--- src/rtl/i2cPortPkg.sv ---
`timescale 1ns/1ps
package i2cPortPkg;
  localparam int BYTE_W = 8;
  localparam int STRAP_W = 3;
  localparam logic [3:0] DEV_HI = 4'b0010;

  typedef enum logic [2:0] {
    ST_IDLE,
    ST_ADDR,
    ST_PTR,
    ST_WRITE,
    ST_READ,
    ST_SKIP
  } portState_t;

  typedef struct packed {
    logic shiftIn;
    logic loadPtr;
    logic writeByte;
    logic advance;
    logic loadTx;
    logic shiftTx;
  } dpStrobe_t;
endpackage

--- src/rtl/i2cLineSync.sv ---
`timescale 1ns/1ps
module i2cLineSync #(
  parameter int STAGES = 2
) (
  input  logic clk,
  input  logic rstN,
  input  logic sclIn,
  input  logic sdaIn,
  output logic sclS,
  output logic sdaS,
  output logic sclRise,
  output logic sclFall,
  output logic startSeen,
  output logic stopSeen
);
  logic [STAGES-1:0] sclPipe;
  logic [STAGES-1:0] sdaPipe;
  logic sclD;
  logic sdaD;

  generate
    for (genvar i = 0; i < STAGES; i++) begin : gStage
      always_ff @(posedge clk or negedge rstN) begin
        if (!rstN) begin
          sclPipe[i] <= 1'b1;
          sdaPipe[i] <= 1'b1;
        end else if (i == 0) begin
          sclPipe[i] <= sclIn;
          sdaPipe[i] <= sdaIn;
        end else begin
          sclPipe[i] <= sclPipe[(i == 0) ? 0 : i-1];
          sdaPipe[i] <= sdaPipe[(i == 0) ? 0 : i-1];
        end
      end
    end
  endgenerate

  always_ff @(posedge clk or negedge rstN) begin
    if (!rstN) begin
      sclD <= 1'b1;
      sdaD <= 1'b1;
    end else begin
      sclD <= sclS;
      sdaD <= sdaS;
    end
  end

  assign sclS      = sclPipe[STAGES-1];
  assign sdaS      = sdaPipe[STAGES-1];
  assign sclRise   = sclS & ~sclD;
  assign sclFall   = ~sclS & sclD;
  assign startSeen = sclS & sclD & sdaD & ~sdaS;
  assign stopSeen  = sclS & sclD & ~sdaD & sdaS;
endmodule

--- src/rtl/i2cPortCtrl.sv ---
`timescale 1ns/1ps
module i2cPortCtrl
  import i2cPortPkg::*;
(
  input  logic      clk,
  input  logic      rstN,
  input  logic      sclS,
  input  logic      sdaS,
  input  logic      sclRise,
  input  logic      sclFall,
  input  logic      startSeen,
  input  logic      stopSeen,
  input  logic      addrHit,
  input  logic      rwBit,
  input  logic      txBit,
  output dpStrobe_t strobe,
  output logic      sdaOe
);
  localparam logic [3:0] LAST_BIT = 4'd7;
  localparam logic [3:0] ACK_SLOT = 4'd8;

  portState_t state;
  logic [3:0] bitCnt;
  logic       ackNext;
  logic       readReq;
  logic       active;

  assign active = (state == ST_ADDR) || (state == ST_PTR) ||
                  (state == ST_WRITE) || (state == ST_READ);

  always_comb begin
    strobe = '0;
    if (!startSeen && !stopSeen && active) begin
      if (sclRise && bitCnt < ACK_SLOT) begin
        strobe.shiftIn = (state != ST_READ);
        if (bitCnt == LAST_BIT) begin
          strobe.loadPtr   = (state == ST_PTR);
          strobe.writeByte = (state == ST_WRITE);
          strobe.advance   = (state == ST_READ);
        end
      end
      if (sclRise && bitCnt == ACK_SLOT) begin
        strobe.loadTx = ((state == ST_ADDR) && readReq) ||
                        ((state == ST_READ) && !sdaS);
      end
      if (sclFall && bitCnt < ACK_SLOT && state == ST_READ) begin
        strobe.shiftTx = 1'b1;
      end
    end
  end

  always_ff @(posedge clk or negedge rstN) begin
    if (!rstN) begin
      state   <= ST_IDLE;
      bitCnt  <= '0;
      ackNext <= 1'b0;
      readReq <= 1'b0;
      sdaOe   <= 1'b0;
    end else if (startSeen) begin
      state   <= ST_ADDR;
      bitCnt  <= '0;
      ackNext <= 1'b0;
      sdaOe   <= 1'b0;
    end else if (stopSeen) begin
      state   <= ST_IDLE;
      bitCnt  <= '0;
      ackNext <= 1'b0;
      sdaOe   <= 1'b0;
    end else if (active) begin
      if (sclRise) begin
        if (bitCnt == ACK_SLOT) begin
          bitCnt  <= '0;
          ackNext <= 1'b0;
          unique case (state)
            ST_ADDR:  state <= readReq ? ST_READ : ST_PTR;
            ST_PTR:   state <= ST_WRITE;
            ST_READ:  if (sdaS) state <= ST_SKIP;
            default:  state <= state;
          endcase
        end else begin
          bitCnt <= bitCnt + 4'd1;
          if (bitCnt == LAST_BIT) begin
            unique case (state)
              ST_ADDR: begin
                if (addrHit) begin
                  ackNext <= 1'b1;
                  readReq <= rwBit;
                end else begin
                  state <= ST_SKIP;
                end
              end
              ST_PTR, ST_WRITE: ackNext <= 1'b1;
              default:          ackNext <= 1'b0;
            endcase
          end
        end
      end else if (sclFall) begin
        if (bitCnt == ACK_SLOT) begin
          sdaOe <= ackNext;
        end else if (state == ST_READ) begin
          sdaOe <= ~txBit;
        end else begin
          sdaOe <= 1'b0;
        end
      end
    end else begin
      sdaOe <= 1'b0;
    end
  end

  AST_SDA_SCL_LOW: assert property (@(posedge clk) disable iff (!rstN)
    !$stable(sdaOe) |-> !$past(sclS));
  AST_SKIP_QUIET: assert property (@(posedge clk) disable iff (!rstN)
    (state == ST_SKIP) |-> !sdaOe);
  AST_IDLE_QUIET: assert property (@(posedge clk) disable iff (!rstN)
    (state == ST_IDLE) |-> !sdaOe);
  AST_ACK_SLOT: assert property (@(posedge clk) disable iff (!rstN)
    ($rose(sdaOe) && state != ST_READ) |-> (bitCnt == ACK_SLOT));
endmodule

--- src/rtl/i2cPortDatapath.sv ---
`timescale 1ns/1ps
module i2cPortDatapath
  import i2cPortPkg::*;
#(
  parameter int PTR_W = 6
) (
  input  logic               clk,
  input  logic               rstN,
  input  dpStrobe_t          strobe,
  input  logic               sdaS,
  input  logic [STRAP_W-1:0] addrStrap,
  input  logic [BYTE_W-1:0]  regRdata,
  output logic               addrHit,
  output logic               rwBit,
  output logic               txBit,
  output logic [PTR_W-1:0]   regAddr,
  output logic [BYTE_W-1:0]  regWdata,
  output logic               regWe
);
  localparam int FLAG_BIT = BYTE_W - 1;

  logic [BYTE_W-1:0] rxShift;
  logic [BYTE_W-1:0] txShift;
  logic [BYTE_W-1:0] byteNow;
  logic [PTR_W-1:0]  ptr;
  logic              incrFlag;

  assign byteNow = {rxShift[BYTE_W-2:0], sdaS};
  assign addrHit = (byteNow[BYTE_W-1:1] == {DEV_HI, addrStrap});
  assign rwBit   = byteNow[0];
  assign txBit   = txShift[BYTE_W-1];
  assign regAddr = ptr;

  always_ff @(posedge clk or negedge rstN) begin
    if (!rstN) begin
      rxShift <= '0;
      txShift <= '0;
    end else begin
      if (strobe.shiftIn) rxShift <= byteNow;
      if (strobe.loadTx) begin
        txShift <= regRdata;
      end else if (strobe.shiftTx) begin
        txShift <= {txShift[BYTE_W-2:0], 1'b1};
      end
    end
  end

  always_ff @(posedge clk or negedge rstN) begin
    if (!rstN) begin
      ptr      <= '0;
      incrFlag <= 1'b0;
      regWe    <= 1'b0;
      regWdata <= '0;
    end else begin
      regWe <= strobe.writeByte;
      if (strobe.writeByte) regWdata <= byteNow;
      if (strobe.loadPtr) begin
        ptr      <= byteNow[PTR_W-1:0];
        incrFlag <= byteNow[FLAG_BIT];
      end else if ((regWe || strobe.advance) && incrFlag) begin
        ptr <= ptr + PTR_W'(1);
      end
    end
  end

  AST_WE_PULSE: assert property (@(posedge clk) disable iff (!rstN)
    regWe |=> !regWe);
  AST_PTR_FIXED: assert property (@(posedge clk) disable iff (!rstN)
    (!strobe.loadPtr && !incrFlag) |=> $stable(ptr));
  AST_NO_WRITE_READING: assert property (@(posedge clk) disable iff (!rstN)
    strobe.advance |-> !regWe);
endmodule

--- src/rtl/i2cRegPort.sv ---
`timescale 1ns/1ps
module i2cRegPort
  import i2cPortPkg::*;
#(
  parameter int PTR_W = 6,
  parameter int SYNC_STAGES = 2
) (
  input  logic               clk,
  input  logic               rstN,
  input  logic               sclIn,
  input  logic               sdaIn,
  output logic               sdaOe,
  input  logic [STRAP_W-1:0] addrStrap,
  output logic [PTR_W-1:0]   regAddr,
  output logic [BYTE_W-1:0]  regWdata,
  output logic               regWe,
  input  logic [BYTE_W-1:0]  regRdata
);
  logic sclS, sdaS, sclRise, sclFall, startSeen, stopSeen;
  logic addrHit, rwBit, txBit;
  dpStrobe_t strobe;

  i2cLineSync #(.STAGES(SYNC_STAGES)) u_sync (
    .clk(clk), .rstN(rstN), .sclIn(sclIn), .sdaIn(sdaIn),
    .sclS(sclS), .sdaS(sdaS), .sclRise(sclRise), .sclFall(sclFall),
    .startSeen(startSeen), .stopSeen(stopSeen)
  );

  i2cPortCtrl u_ctrl (
    .clk(clk), .rstN(rstN), .sclS(sclS), .sdaS(sdaS),
    .sclRise(sclRise), .sclFall(sclFall),
    .startSeen(startSeen), .stopSeen(stopSeen),
    .addrHit(addrHit), .rwBit(rwBit), .txBit(txBit),
    .strobe(strobe), .sdaOe(sdaOe)
  );

  i2cPortDatapath #(.PTR_W(PTR_W)) u_dp (
    .clk(clk), .rstN(rstN), .strobe(strobe), .sdaS(sdaS),
    .addrStrap(addrStrap), .regRdata(regRdata),
    .addrHit(addrHit), .rwBit(rwBit), .txBit(txBit),
    .regAddr(regAddr), .regWdata(regWdata), .regWe(regWe)
  );
endmodule

--- config.mk ---
export PLATFORM = sky130hd
export DESIGN_NAME = i2cRegPort
export DESIGN_NICKNAME = d
export VERILOG_FILES = /design/src/rtl/i2cPortPkg.sv /design/src/rtl/i2cLineSync.sv /design/src/rtl/i2cPortCtrl.sv /design/src/rtl/i2cPortDatapath.sv /design/src/rtl/i2cRegPort.sv
export SDC_FILE = /design/constraint.sdc
export NUM_CORES = 1
export LEC_CHECK = 0
export BUFFER_PORTS_ARGS = -buffer_cell sky130_fd_sc_hd__buf_2
export CORE_MARGIN = 4
export CORE_UTILIZATION = 40
export CTS_CLUSTER_DIAMETER = 30
export DETAILED_ROUTE_END_ITERATION = 10
export SLEW_MARGIN = 25
export SYNTH_ARGS = -nofsm -noshare
export SYNTH_HDL_FRONTEND = slang
export SYNTH_HIERARCHICAL = 1
export SYNTH_SLANG_ARGS = --single-unit
export TNS_END_PERCENT = 1
--- constraint.sdc ---
create_clock -name clk -period 3.8 [get_ports clk]
set_input_delay 0.76 -clock clk [delete_from_list [all_inputs] [get_ports clk]]
set_output_delay 0.76 -clock clk [all_outputs]
set_load 0.01 [all_outputs]
==> flow_summary.toml <==
[cells_and_area]
nets = 265
fin_util_pct = 47.86
n_antenna_cell = 0
area_growth_syn_to_layout_pct = 15.24
drive_above_1_share_pct = 29.03
layoutNonFillerInstCount = 320

[die]
die_h_um = 84.07
dieWidth_um = 84.07
rows = 27
dieArea_um2 = 7068
pin_count = 31
core_um2 = 5574
start_util_pct = 41.53

[yosys]
synth-simple-area-share_pct = 18.97
synth_fa_ha_area_share_pct = 1.622
synth_edf_count = 0
synth_top_area_share_pct = 44.32
synth_area_um2 = 2315
synthTopCellsByArea = "dfrtp_1, mux2_2, dfstp_2"
synth.distinct_cells = 40
synthCells = 217
async_flop_share_pct = 100.0
synth_top_cell_by_area = "dfrtp_1"
synth_nets = 235
synthXorXnorAreaFrac_pct = 1.892
synth.area.mux_share_pct = 12.59
yosysWarnings = 6
synth_compound_area_share_pct = 10.38
synth_top_family_by_area = "simple AND/OR/NAND/NOR gates"
yosysSeqAreaShare_pct = 51.14
synth_seq_cells = 47
syn_area_per_cell_um2 = 10.67
synth_ff_type = "dfrtp_1"

[pwr]
clockPowerShare_pct = 32.3
p_sw_w = 0.0002984
totalPowerFinal_w = 0.001121
power_density_nw_per_um2 = 420.4
vdd_drop_max_mv = 0.2901
seqPwrFrac_pct = 55.4
combPwrFrac_pct = 12.3
cellLeakagePower_nw = 1.165
swShare_pct = 26.61
p_int_w = 0.0008229

[clock_network]
clk_pin_slew_worst_paths_ps = 90
cts_buffer_depth = 2
cts_tree = "yes"
worstSkewPairLatency_ps = 300
root_buffer = "clkbuf_8"
postCtsSetupRepairBufs = 0
cts_sinks = 47
postCtsHoldBufs = 0
ctsResizeCount = 0
htree_levels = 2
cts_buffers = 5

[timing]
fin_crit_ps = 2747
finalCritPeriodShare_pct = 72.29
worst_pin_slew_ps = 772.4
hold_viol = 0
relSlewSlack_pct = 48.03
timing.fmax_mhz = 364.0
fin_tns_setup_ps = 0
grt_setup_unrepaired = "false"
final_max_slew_viol_count = 0
timing.hold.ws_ps = 359.8
setup_viol = 0
finClkSkew_ps = 3.259

[routing]
wire_per_inst_um = 13.54
drt_wl_total_um = 4334
vias = 1677
drc = 0
drtIter0Drc = 119
ant_nets = 0
viasPerCell = 5.241
drt_pass1_iterations = 4

[critical_path]
startpoint_type = "register"
worstSetupEndpointType = "register"
path_class = "register to register"
critPathArrivalTime_ps = 2990
crit_fanout = 13
required_ps = 4040

[grt]
grt_pass1_wl_um = 7631
grt_antenna_before_repair = 0
grt_pass1_vias = 1585
grt.overflow.total = 0
grt_start_max_net_pins = 28
grt_usage_pct = 13.25

[place]
post-dp-hpwl_um = 3123
place.gp.congestion = 0.8235
io_buffer_count = 30
place_inst = 312

[min_path]
hold_class = "register to register"

[job]
cap_violations = 0

[run_status]
status = "complete, no violations"
## cell families (layout without fill, tap and decap cells)
logic type,after synthesis,in the layout
AND/OR/NAND/NOR,81,81
multiplexers,27,27
XOR/XNOR,5,5
buffers and inverters,17,48
flip-flops,47,47
adder cells (fa/ha/maj),3,3
AO/OA/AOI/OAI,37,37
## area by class of cell
cell class	instances	area [um^2]
fill	513	2907
sequential	47	1184
multi-input combinational	153	1065
timing repair buffer	35	200.2
tap	72	90.09
clock buffer	6	72.57
clock inverter	2	37.54
inverter	5	18.77
## placed cells by master (no fill, tap or decap), types with 2 or more instances in the layout
cell      count
mux2i_1      10
nand2b_1      2
nor4_1        4
a21oi_1       7
o21ai_0      17
clkbuf_8      5
buf_2        30
dfrtp_1      41
or4_1         3
nor3_1        7
o21a_1        2
nand3b_1      2
o31ai_1       3
inv_1         5
nand3_1       8
and4b_1       3
mux2_2       17
nor2b_1       7
or3_1         4
dfstp_2       6
o211ai_1      2
nor4b_2       2
buf_4         4
nor2_1       15
nand2_1      18
ha_1          3
xor2_1        5
## worst paths after layout
| kind | from | end | slack (ps) | cells past startpoint |
|---|---|---|---|---|
| setup / recovery | u_sync/sdaS | u_dp/regAddr[5] | 1050 | 7 |
| hold / removal | u_sync/sdaPipe[0] | u_sync/sdaS | 360 | 0 |
| setup reg to reg | u_sync/sdaS | u_dp/regAddr[5] | 1050 | 7 |
| hold reg to reg | u_sync/sdaPipe[0] | u_sync/sdaS | 360 | 0 |
| max in group asynchronous | rstN | u_sync/sdaD | 2790 | 2 |
| min in group asynchronous | rstN | u_dp/regWdata[4] | 420 | 1 |
## metrics by stage
| stage | area (um^2) | worst slack, ps |
|---|---|---|
| 6_report | 2668 | 1053 |
| 5_1_grt | 2668 | 899.7 |
| 4_1_cts | 2668 | 1053 |
| 3_5_place_dp | 2557 | 1095 |
| 3_3_place_gp | 2537 | 1135 |
| 2_1_floorplan | 2315 | 978.2 |
## cell usage after synthesis (4+ instances only)
cell,n
nand3_1,8
mux2_2,17
nor4_1,4
nor2b_1,7
o21ai_0,17
a21oi_1,7
nor2_1,15
dfrtp_1,41
clkbuf_1,7
or3_1,4
nor3_1,7
nand2_1,18
inv_1,5
dfstp_2,6
xor2_1,5
mux2i_1,10
## worst max-delay path, stage by stage (launching register included)
cell	delay, ps
dfstp_2	610
and4b_1	250
or2_2	400
or3_1	410
nor2_1	250
o2111ai_1	190
or4_1	490
nand3_1	90
## sequential cells by signal (all words and copies together), names as in the netlist
name and cells:
u_ctrl/bitCnt 4, u_sync/sdaPipe 1, u_ctrl/ackNext 1, u_ctrl/sdaOe 1
u_dp/regWdata 8, u_dp/regWe 1, u_sync/sclS 1, u_sync/sclD 1
u_sync/sdaD 1, u_dp/txShift 8, u_dp/incrFlag 1, u_ctrl/state 3
u_dp/regAddr 6, u_ctrl/readReq 1, u_sync/sdaS 1, u_sync/sclPipe 1
u_dp/rxShift 7
## power by group through the flow
stage	sequential (W)	clock, W	combinational (W)
5_1_grt	0.000632	0.000396	0.000154
6_report	0.000622	0.000362	0.000137
3_5_place_dp	0.000632	0	0.000140
2_1_floorplan	0.000603	0	0.000110
3_3_place_gp	0.000630	0	0.000133
4_1_cts	0.000622	0.000375	0.000140
## layer usage
| metal | wire length, um | GRT usage, % | share of wire [%] |
|---|---|---|---|
| met5 | 0 | 0 | 0 |
| met4 | 80 | 5.702 | 1.8 |
| met3 | 137 | 2.863 | 3.2 |
| met2 | 1856 | 18.51 | 43 |
| met1 | 2259 | 19.53 | 52 |
(Power assumes the default switching activity.)
